**src/rtl/spg_pkg.sv**
```systemverilog
package spg_pkg;
  typedef enum logic {
    PIN_DRIVE = 1'b0,
    PIN_SENSE = 1'b1
  } pin_fn_e;
endpackage

```
**src/rtl/spg_sync.sv**
```systemverilog
module spg_sync #(
  parameter int STAGES = 2
) (
  input  logic clk,
  input  logic rst_n,
  input  logic din,
  output logic dout
);
  logic [STAGES-1:0] chain;

  generate
    for (genvar i = 0; i < STAGES; i++) begin : g_stage
      if (i == 0) begin : g_first
        always_ff @(posedge clk) begin
          if (!rst_n) chain[0] <= 1'b0;
          else        chain[0] <= din;
        end
      end else begin : g_next
        always_ff @(posedge clk) begin
          if (!rst_n) chain[i] <= 1'b0;
          else        chain[i] <= chain[i-1];
        end
      end
    end
  endgenerate

  assign dout = chain[STAGES-1];
endmodule

```
**src/rtl/spg_wave.sv**
```systemverilog
module spg_wave #(
  parameter int TW = 64,
  parameter int HW = 32
) (
  input  logic          clk,
  input  logic          rst_n,
  input  logic          enable,
  input  logic [TW-1:0] now,
  input  logic [TW-1:0] start_at,
  input  logic [HW-1:0] half_per,
  input  logic          start_req,
  input  logic          stop_req,
  output logic          wave,
  output logic          armed
);
  logic [TW-1:0] next_edge;
  logic [HW-1:0] hp_q;
  logic          start_ok;
  logic          edge_due;

  // A start is accepted only for a future start tick and a non-zero half period
  assign start_ok = start_req && (half_per != '0) && (start_at > now);
  assign edge_due = armed && (now >= next_edge);

  always_ff @(posedge clk) begin
    if (!rst_n) begin
      armed     <= 1'b0;
      wave      <= 1'b0;
      next_edge <= '0;
      hp_q      <= '0;
    end else if (stop_req || !enable) begin
      armed <= 1'b0;
      wave  <= 1'b0;
    end else if (start_ok) begin
      armed     <= 1'b1;
      wave      <= 1'b0;
      next_edge <= start_at;
      hp_q      <= half_per;
    end else if (edge_due) begin
      wave      <= ~wave;
      // Advance from the scheduled edge, not from now, to avoid drift
      next_edge <= next_edge + TW'(hp_q);
    end
  end
endmodule

```
**src/rtl/spg_capture.sv**
```systemverilog
module spg_capture #(
  parameter int TW = 64
) (
  input  logic          clk,
  input  logic          rst_n,
  input  logic          enable,
  input  logic          level,
  input  logic [TW-1:0] now,
  output logic [TW-1:0] stamp
);
  logic prev_level;
  logic changed;

  assign changed = level ^ prev_level;

  always_ff @(posedge clk) begin
    if (!rst_n) begin
      prev_level <= 1'b0;
      stamp      <= '0;
    end else begin
      prev_level <= level;
      if (enable && changed) stamp <= now;
    end
  end
endmodule

```
**src/rtl/sched_pin_gen.sv**
```systemverilog
module sched_pin_gen #(
  parameter int TIME_W      = 64,
  parameter int HP_W        = 32,
  parameter int SYNC_STAGES = 2
) (
  input  logic              clk,
  input  logic              rst_n,
  input  logic [TIME_W-1:0] clk_time,
  input  logic [TIME_W-1:0] start_time,
  input  logic [HP_W-1:0]   half_period,
  input  logic              start_cmd,
  input  logic              stop_cmd,
  input  logic              capture_mode,
  input  logic              pin_in,
  output logic              pin_out,
  output logic              pin_oe,
  output logic [TIME_W-1:0] sync_ts
);
  import spg_pkg::*;

  pin_fn_e pin_fn;
  logic    drive_en;
  logic    sense_en;
  logic    pin_sync;
  logic    gen_armed;

  assign pin_fn   = pin_fn_e'(capture_mode);
  assign drive_en = (pin_fn == PIN_DRIVE);
  assign sense_en = (pin_fn == PIN_SENSE);
  assign pin_oe   = drive_en;

  spg_wave #(.TW(TIME_W), .HW(HP_W)) u_wave (
    .clk       (clk),
    .rst_n     (rst_n),
    .enable    (drive_en),
    .now       (clk_time),
    .start_at  (start_time),
    .half_per  (half_period),
    .start_req (start_cmd),
    .stop_req  (stop_cmd),
    .wave      (pin_out),
    .armed     (gen_armed)
  );

  spg_sync #(.STAGES(SYNC_STAGES)) u_sync (
    .clk   (clk),
    .rst_n (rst_n),
    .din   (pin_in),
    .dout  (pin_sync)
  );

  spg_capture #(.TW(TIME_W)) u_cap (
    .clk    (clk),
    .rst_n  (rst_n),
    .enable (sense_en),
    .level  (pin_sync),
    .now    (clk_time),
    .stamp  (sync_ts)
  );
endmodule

```
**config.mk**
```make
export PLATFORM = sky130hd
export DESIGN_NAME = sched_pin_gen
export DESIGN_NICKNAME = d
export VERILOG_FILES = /design/src/rtl/spg_pkg.sv /design/src/rtl/spg_sync.sv /design/src/rtl/spg_wave.sv /design/src/rtl/spg_capture.sv /design/src/rtl/sched_pin_gen.sv
export SDC_FILE = /design/constraint.sdc
export NUM_CORES = 1
export LEC_CHECK = 0
export CAP_MARGIN = 20
export CORE_MARGIN = 8
export CORE_UTILIZATION = 35
export CTS_BUF_LIST = sky130_fd_sc_hd__clkbuf_4 sky130_fd_sc_hd__clkbuf_8
export DETAILED_ROUTE_END_ITERATION = 8
export GPL_ROUTABILITY_DRIVEN = 1
export GPL_TIMING_DRIVEN = 0
export PLACE_DENSITY = 0.65
export SKIP_CTS_REPAIR_TIMING = 1
export SYNTH_ARGS = -nofsm -noshare
export SYNTH_HDL_FRONTEND = slang
export SYNTH_SLANG_ARGS = --single-unit
```
**constraint.sdc**
```tcl
create_clock -name clk -period 3.9 [get_ports clk]
set_input_delay 0.585 -clock clk [delete_from_list [all_inputs] [get_ports clk]]
set_output_delay 0.585 -clock clk [all_outputs]
set_load 0.01 [all_outputs]
```
# Yosys cells after proc, flatten, opt, wreduce, memory -nomap -nowiden
# Index checks and enable logic that the tools add are counted.
[totals] mem_count=0 mem_bits_ro=0 input_bits=166 latchBits=0 mem_bits_rw=0 output_inout_bits=66 ff_bits=165
[op_classes] n_shift=0 eq_ne=0 magnitude_cmp=2 div=0 n_mux=2 reduce_logical=11 bitwise=5 mul=0 addsub=1
[ops] operator="64-bit two-way mux" count=2
[ops] operator="64-bit by 32-bit adder with 64-bit output" count=1
[ops] operator="64-bit greater-or-equal comparator" count=1
[ops] operator="64-bit > comparator" count=1
[ops] operator="32-bit nonzero test" count=1
[ops] operator="1-bit logical AND" count=4
[ops] operator="1-bit NOT" count=4
[ops] operator="2-bit AND reduction" count=2
[ops] operator="3-bit OR reduction" count=1
[ops] operator="2-bit nonzero test" count=1
[ops] operator="2-bit OR reduction" count=1
[ops] operator="1-bit logical OR" count=1
[ops] operator="1-bit bitwise XOR" count=1

# Depth between registers and ports, before layout
# Gate-level depths: netlist (run 1).
[depth] depth_word=5 depth_mapped=13 mapped_depth_nobuf=12

# Hierarchy
# Synthesis (run 1) repeated with hierarchy kept, for this count alone.
[hier_totals] cells_unflattened=1638 hier_area_um2=12704.7
[modules_own_cells] mod="spg_wave" seq_area_each_um2=1961.9 area_each_um2=9902.0 cells_each=1352 instances=1
[modules_own_cells] mod="spg_capture" seq_area_each_um2=1301.2 area_each_um2=2746.4 cells_each=281 instances=1
[modules_own_cells] mod="spg_sync" seq_area_each_um2=40.0 area_each_um2=52.6 cells_each=4 instances=1
[modules_own_cells] mod="sched_pin_gen" seq_area_each_um2=0.0 area_each_um2=3.8 cells_each=1 instances=1

# Least setup slack after synthesis (run 1)
# OpenSTA, ideal clock, no wires.
[synth_path] kind="input -> register" start="input port clk_time[14]" end="register u_wave.next_edge[35]" setup_ns=0.117 cell_stages=13 t_required_ns=3.783 setup_slack_ns=0.962 t_arrival_ns=2.821 cell_sequence="inv_1 > ha_1 > nand4_1 > or3_1 > a21oi_1 > nor4b_1 > o211a_1 > a31o_1 > buf_6 > a21oi_4 > buf_2 > o21ai_0 > a32o_1"
[synth_via] elab_chain_cells=4
[synth_rtl] element="from (decl)" line_no="sched_pin_gen.sv:8" text="input logic [TIME_W-1:0] clk_time,"
[synth_rtl] element="64-bit greater-or-equal comparator or 64-bit > comparator (tied branches)" line_no="spg_wave.sv:23, spg_wave.sv:22"
[synth_rtl] element="1-bit logical AND, on equally long branches" line_no="spg_wave.sv:23, spg_wave.sv:22"
[synth_rtl] element="2-bit nonzero test (no line)"
[synth_rtl] element="2-bit AND reduction (no line)"
[synth_rtl] element="to (signal assigned)" line_no="spg_wave.sv:37" text="next_edge <= start_at;"
[synth_rtl] element="to (signal assigned)" line_no="spg_wave.sv:42" text="next_edge <= next_edge + TW'(hp_q);"
[synth_rtl] element="to (decl)" line_no="spg_wave.sv:16" text="logic [TW-1:0] next_edge;"
# Parallel ways exist; a longest one is shown, timed or not.
# A chain may end at the register's enable or synchronous reset.

# Final worst setup path (run 1)
[layout_path] start="input port clk_time[63]" end="register u_wave.hp_q[1]"
[layout_via] elab_chain_cells=3
[layout_rtl] element="64-bit > comparator" line_no="spg_wave.sv:22" text="assign start_ok = start_req && (half_per != '0) && (start_at > now);"
[layout_rtl] element="1-bit logical AND" line_no="spg_wave.sv:22"
[layout_rtl] element="2-bit AND reduction (no line)"
[layout_rtl] element="to (signal assigned)" line_no="spg_wave.sv:38" text="hp_q <= half_per;"
[layout_rtl] element="to (decl)" line_no="spg_wave.sv:17" text="logic [HW-1:0] hp_q;"
# No other way between the ends.

==> summary.md, run 1 <==
STA classifies the critical path endpoint as a flip-flop. The tightest min-delay check is of the reg2reg type. Number of antenna violations at the first check in global routing: 0. Derived from the worst setup path, the maximum achievable clock frequency is 260 MHz.

Max-cap violations in this run came to 0. In this run, CTS created clock tree buffers numbering 17. The final number of hold-violating endpoints was 0; the register share of total power was 42.6%.

The tools report the number of DRC violations after detailed-routing iteration 0 as 963. The library cells used most frequently in the layout, excluding fill and tap cells, are clkdlybuf4s50_1, nand2_1, a21oi_1. The wire length per cell after detailed routing came out at 20.5 um. The share of synthesized registers carrying an async set or reset was 0%. Setup slack at placement: -1.00 ns. The first global-routing pass estimated 72700 um of wire. Once detail routing completed, the nets flagged for antenna violations numbered 0. The net count of the finished layout is 2148. The design draws 4140 uW. The switching portion of total power came out at 31.1%.

Counting every instance in the synthesized netlist gives 1569. In this run the horizontal extent of the chip is 202 um. The area of the mapped netlist is 12100 um^2, and the worst setup slack after layout is 0.0535 ns. Data on the critical path is required at its endpoint by 4.27 ns.

Routability-driven placement finished with a final weighted congestion of 0.952. In the synthesized netlist the dominant register cell turns out to be dfxtp_1. For the worst setup path, the data arrival time is 4.22 ns. For this design the total switching power over the nets is 1290 uW.

Clock-pin slew was measured on the worst setup and hold paths at 0.10 ns. The tools report the number of global-route vias before repair as 12700. The standby leakage power was 0.00607 uW; the half-perimeter wire length of the detailed placement result was 37900 um. For the core footprint, the log shows 34400 um^2. The flow ran to the end, and the final reports show no timing, DRC or antenna violations. The number of flops mapped to enable cells by yosys is 0.

Total wire length: 47000 um. From synthesis to final layout, the design area changed by 28.1%. The number of different library cells used by synthesis comes to 88. The slowest stage of the critical path belongs to the cell clkdlybuf4s50_1. Sort of element at the start of the critical path: an input port. The clock latency at the later pin of the worst-skew pair is 0.51 ns, and the ratio of total power to cell area is 267 nW/um^2. The number of buffers added on ports works out to 231. Cell internal power was estimated by the tool at 2850 uW.

The logs give 0 for the max-slew violation total from the final report and 1896 for the net count after synthesis. The starting density of the core is 35.3%. The critical path contains buffers and inverters numbering 5 combined. The initialized floorplan defines 68 standard-cell rows.

Walking the worst path, the cells encountered are clkdlybuf4s50_1 > inv_1 > ha_1 > nand4_1 > nor3_4 > and4bb_4 > nand4_1 > buf_4 > o211a_1 > a31oi_2 > buf_4 > clkbuf_4 > a21oi_1 > a21oi_1 > nor2_1. The maximum clock path buffer count is 2. Setup total negative slack on the finished layout was measured at 0 ns.

The run gives 34.6% as the power share of the clock group. The total inserted antenna cells was 0; the post-synthesis sequential element count was 165. The cell at the root of the clock tree is clkbuf_8. The number of top-level pins is 232. The post-route netlist has 6.11% of its cells at a drive strength greater than 1. The Yosys step of the flow raised 0 warnings. Most common library cell in the layout ignoring fill and taps: clkdlybuf4s50_1. Full die area: 40900 um^2.

By startpoint and endpoint, the worst setup path is classified as in2reg. The logs give 0.0253 ns for the largest clock skew in the final design and 12600 for the number of vias in the routed layout. H-tree level count: 4.

Entering global routing, the biggest net connects 17 pins. The largest single stage delay on the critical path is 0.55 ns. CTS saw 165 sinks.

The first detailed-routing pass ran for 5 iterations. For this run, design rule violations remaining after detail routing come to 0. Summed over all layers, the global routing overflow is 0.

The routed design could run at a clock period as short as 3.85 ns. The worst-margin pin slew was 1.07 ns; the part of the total power dissipated in combinational logic was 22.8%. For this run, the register share of the synthesized area comes to 27.2%. In this run the worst path has a maximum fanout of 10.

Global routing used 22.5% of the available tracks. The vertical die dimension is 202 um, and the average cell area after synthesis is 7.73 um^2. In the routed layout, each cell is associated on average with a via count of 5.50.

VDD sags by at most 0.234 mV. The setup-violating endpoint count in the final report is 0, and the post-route clock period utilization is 98.6%. In this design, the largest share of critical-path delay is due to buffers and inverters. Headroom to the max-slew limit came out at 27.8%.

TritonCTS built the clock tree.
## kinds of logic after synthesis
group                    count (synthesis)  share of synthesized area (%)
AND/OR/NAND/NOR                        517                           20.0
AO/OA/AOI/OAI                          439                           23.3
buffers and inverters                  223                           7.78
flip-flops                             165                           27.2
adder cells (fa/ha/maj)                161                           16.7
multiplexers                            34                           2.81
XOR/XNOR                                30                           2.17
## sequential cells by signal (all words and copies together) (netlist names)
register          cells
u_sync.chain          1
u_cap.stamp          64
u_wave.wave           1
u_wave.armed          1
u_sync.dout           1
u_cap.prev_level      1
u_wave.next_edge     64
u_wave.hp_q          32
## final cells by class
| class | instances | area (um^2) |
|---|---|---|
| well taps | 455 | 569 |
| flip-flops and latches | 165 | 3300 |
| plain buffers | 80 | 438 |
| multi-input cells | 1182 | 7930 |
| repair buffers | 232 | 2320 |
| fillers | 3487 | 18800 |
| clock buffers | 22 | 290 |
| inverters | 143 | 537 |
| clock inverters | 10 | 145 |
## through the flow
stage | cell area (um^2) | util (%) | hold WS, ns | instances
after floorplan | 12100 | - | 0.412 | 1569
after global placement | 15000 | 43.7 | 0.418 | 2255
after detailed placement | 15000 | 43.7 | 0.421 | 2255
after CTS | 15400 | 44.9 | 0.447 | 2287
after global routing | 15500 | 45.2 | 0.479 | 2289
final | 15500 | 45.2 | 0.446 | 2289
## layer usage
metal / global-route usage (%) / wire [um]
met5: 0 / 0
met4: 9.01 / 1680
met3: 3.83 / 3020
met2: 37.5 / 22000
met1: 28.7 / 20200
## cell usage after synthesis, drive strengths merged (7+ instances only)
cell    instances  share of area [%]
ha            160                 17
a31oi           8               0.41
nand2         214                6.6
buf            30                1.4
clkbuf         50                2.0
o211ai         11               0.68
o32ai          11               0.79
and3            7               0.36
xnor2          15                1.1
o21a           10               0.62
o21ai          62                2.7
nand3          26                1.1
a21oi         191                8.0
mux2i          34                2.8
inv           143                4.4
nor4           19                1.2
nor3           29                1.2
nand4          46                2.4
o31ai           7               0.43
xor2           15                1.1
and2           11               0.59
a211oi         38                2.4
dfxtp         165                 27
o21bai          7               0.43
nor2          125                3.9
nor2b           7               0.36
a21o           24                1.5
a221oi          7               0.51
o31a            7               0.52
## final timing paths
| path | end | slack [ns] | cells after the start | start |
|---|---|---|---|---|
| worst max-delay path | u_wave.hp_q[1] | 0.05 | 15 | clk_time[63] |
| worst min-delay path | u_sync.dout | 0.45 | 1 | u_sync.chain[0] |
| worst max register to register | u_wave.next_edge[61] | 0.14 | 13 | u_wave.next_edge[49] |
| worst min register to register | u_sync.dout | 0.45 | 1 | u_sync.chain[0] |
## worst reg2reg max path: cells and delay by family (launching register included)
family          cells  cell delay [ns]
buf+inv             3             0.72
flops               1             0.32
compound gates      6             1.66
fa+ha+maj           1             0.29
simple gates        3             0.69
## power groups by stage
stage	sequential, uW	clock (uW)	combinational (uW)
2_1_floorplan	1800	0	464
3_3_place_gp	1800	0	901
5_1_grt	1770	1530	1040
4_1_cts	1760	1460	931
6_report	1760	1430	944
3_5_place_dp	1800	0	927
No activity file was read; power rests on OpenSTA's default activity.
==> run 2: changes to the inputs <==
SLEW_MARGIN = 20   (was default)
==> results of run 2 <==
Final layout, timing and power as in run 1 (identical DEF).
==> run 3: changes to the inputs <==
clock period = 4.06 ns   (was 3.9 ns; I/O delays follow)
==> run 3 against run 2 <==
Compared with the run above:
- largest cell class unchanged
- sequential cell count unchanged
- wire length about the same
- register-to-register slack improved by 0.09 ns
- non-clock buffer count increased by 3
- combinational power decreased by 3.9%
- cell count about the same
- design area about the same
- count of clock-buffer cells in the layout unchanged
- hold slack about the same
- clock power decreased by 3%
- worst setup slack got worse by 0.013 ns
==> summary.md, run 3 (same netlist as run 1, synthesis figures left out) <==
The run finished with clean final reports. The met1 demand-to-capacity share in global routing was 28.7% (unchanged); the final weighted congestion of routability-driven global placement was 0.952 (unchanged). The logs give 4 (unchanged) for the H-tree level count and 165 (unchanged) for the count of clock tree sinks. The run gives 0.0408 ns (was 0.0535 ns) as the worst setup slack after layout.

For the total power draw, the log shows 3980 uW (was 4140 uW). Cell at the root of the clock tree: clkbuf_8 (unchanged). The tools report the number of DRC violations after detailed-routing iteration 0 as 919 (was 963). The most common library cell in the layout ignoring fill and taps was clkdlybuf4s50_1 (unchanged). The clock latency at the later pin of the worst-skew pair is 0.51 ns (about the same), and the number of nets still failing antenna checks after routing is 0 (unchanged). The vertical die dimension works out to 202 um (unchanged).

The worst-case vdd ir drop came out at 0.234 mV (about the same). The number of vias in the routed layout is 12600 (about the same). Total DRC errors in the routed layout: 0 (unchanged).

The number of optimization iterations in the first detailed-route pass is 6 (was 5), and the max-slew violation total from the final report is 0 (unchanged). The maximum fanout along the worst path came out at 10 (unchanged). The run gives 0 (unchanged) as the number of antenna violations at the first check in global routing. The logs give 232 (unchanged) for the number of top-level pins and 0 (unchanged) for the total inserted antenna cells. The area of the multi-input gates came out at 7910 um^2 (was 7930 um^2). The run gives 3300 um^2 (unchanged) as the storage element area. Critical-path cell list: clkdlybuf4s50_1 > inv_1 > ha_1 > nand4_1 > nor3_4 > and4bb_4 > nand4_1 > o211a_1 > a31oi_2 > buf_4 > buf_2 > a21oi_1 > a21oi_1 > nor2_1 (was clkdlybuf4s50_1 > inv_1 > ha_1 > nand4_1 > nor3_4 > and4bb_4 > nand4_1 > buf_4 > o211a_1 > a31oi_2 > buf_4 > clkbuf_4 > a21oi_1 > a21oi_1 > nor2_1).

The met2 capacity usage during global routing came out at 37.5% (unchanged). The switching power is 1240 uW (was 1290 uW), and the setup-violating endpoint count in the final report is 0 (unchanged). The tools report the internal power summed over all cells as 2740 uW (was 2850 uW).

The number of nets in the finished design is 2150 (was 2148), and the full die area is 40900 um^2 (unchanged). The layer with the highest usage after global routing is met2 (unchanged). For this run, the top clock speed supported by timing is 249 MHz.

The master of the slowest instance on the critical path is clkdlybuf4s50_1 (unchanged). Post-route clock period utilization: 99.0%. The worst-margin pin slew came out at 1.08 ns (was 1.07 ns). The logs give 72700 um (unchanged) for the first-pass GRT wire length and 0.00608 uW (was 0.00607 uW) for the standby leakage power. The run gives 37900 um (unchanged) as the half-perimeter wire length of the detailed placement result. The reported max-cap violation count was 0 (unchanged); the clock transition at the register clock pins on the worst setup and hold paths after CTS was 0.10 ns (about the same).

The standard cell area after detailed placement is 15000 um^2 (unchanged). The number of buffers added by the clock tree synthesis step is 17 (unchanged). The horizontal die dimension is 202 um (unchanged), and the average via count per standard cell is 5.50 (about the same). The worst path needs 4.02 ns of the cycle, external delays included. The start-to-end type of the worst setup path was in2reg (unchanged). The starting density of the core is 35.3% (unchanged), and the switching portion of total power is 31.1% (about the same). The number of buffer and inverter stages on the critical path is 4 (was 5), and the number of global-route vias before repair is 12700 (unchanged).

For the layout filler cell count, the log shows 3493 (was 3487). Final non-filler cell area: 15500 um^2 (about the same). The category of cells accounting for the largest share of critical-path delay is simple AND/OR/NAND/NOR gates (was buffers and inverters).

The part of the total power dissipated in combinational logic was 22.8% (about the same). Top Registers: u_cap.stamp: 64 flops, u_wave.next_edge: 64 flops, u_wave.hp_q: 32 flops (unchanged). The delay of the slowest cell on the worst path was 0.56 ns (was 0.55 ns); the maximum clock path buffer count was 2 (unchanged). The run gives 4.39 ns (was 4.22 ns) as the arrival time at the worst endpoint. Core footprint: 34400 um^2 (unchanged).

The type of the most critical hold path was reg2reg (unchanged). The logs give 17 (unchanged) for the pin count of the biggest net entering global routing and 0 (unchanged) for the remaining global-route overflow. The sort of element at the start of the critical path is an input port (unchanged). The ratio of total power to cell area is 256 nW/um^2 (was 267 nW/um^2).

The area growth from synthesis to final layout came out at 28.1% (about the same). The number of buffers added on ports is 231 (unchanged). The fraction of layout instances using a drive strength above 1 was 6.10% (was 6.11%); the final standard cell count with taps included and fillers excluded was 2291 (was 2289). TritonCTS built the clock tree. The count of placed standard cells including taps was 2255 (unchanged); the wire length per cell after detailed routing was 20.5 um (about the same). The final number of hold-violating endpoints came out at 0 (unchanged). The aggregate global-route resource usage is 22.5% (unchanged). Largest clock skew in the final design: 0.0263 ns (was 0.0253 ns). The run gives 47000 um (about the same) as the total wire length. Top library cells by usage in the layout, fill and taps aside: clkdlybuf4s50_1, nand2_1, a21oi_1 (unchanged). The worst slew slack as a fraction of its limit is 27.0% (was 27.8%). The logs give 3.83% (unchanged) for the met3 demand-to-capacity share in global routing and 42.5% (was 42.6%) for the register share of total power. The logs give 34.7% (was 34.6%) for the power share of the clock group and 68 (unchanged) for the site row count. Setup repair after global routing left no endpoint under its margin. Type of destination of the critical path: a flip-flop (unchanged). The logs give -0.866 ns (was -1.00 ns) for the setup slack at placement and 4.43 ns (was 4.27 ns) for the required time of the worst setup path.
## run 3: final timing paths
path / start / end / slack, ns / cells after the start
worst max-delay path: clk_time[55] / u_wave.hp_q[1] / 0.04 / 14
worst min-delay path: u_sync.chain[0] / u_sync.dout / 0.45 / 1
worst max register to register: u_wave.next_edge[59] / u_wave.next_edge[61] / 0.23 / 12
worst min register to register: u_sync.chain[0] / u_sync.dout / 0.45 / 1
## run 3: power groups by stage
stage	Clock (uW)	Combinational [uW]	Sequential (uW)
final	1380	907	1690
after global routing	1470	996	1700
after CTS	1400	895	1690
after detailed placement	0	890	1730
after global placement	0	866	1730
after floorplan	0	446	1730
## run 3: cell type report
class / count / share of cell area [%]
inverters: 143 / 3.46
flip-flops and latches: 165 / 21.3
clock buffers: 22 / 1.87
repair buffers: 235 / 15.1
multi-input cells: 1181 / 50.9
well taps: 455 / 3.67
clock inverters: 10 / 0.935
plain buffers: 80 / 2.79
## run 3: metrics by stage
step                hold slack, ns  utilization, %  setup TNS, ns
floorplan                    0.412               -              0
global placement             0.418            43.7         -66.66
detailed placement           0.421            43.7         -66.99
CTS                          0.447            44.9         -16.69
global route                 0.479            45.2              0
finish                       0.446            45.2              0
## run 3: per-layer routing
| metal | vias up | routed length, um |
|---|---|---|
| li1 | 6100 | - |
| met1 | 5921 | 20400 |
| met2 | 483 | 22100 |
| met3 | 101 | 2870 |
| met4 | 0 | 1620 |
| met5 | - | 0 |
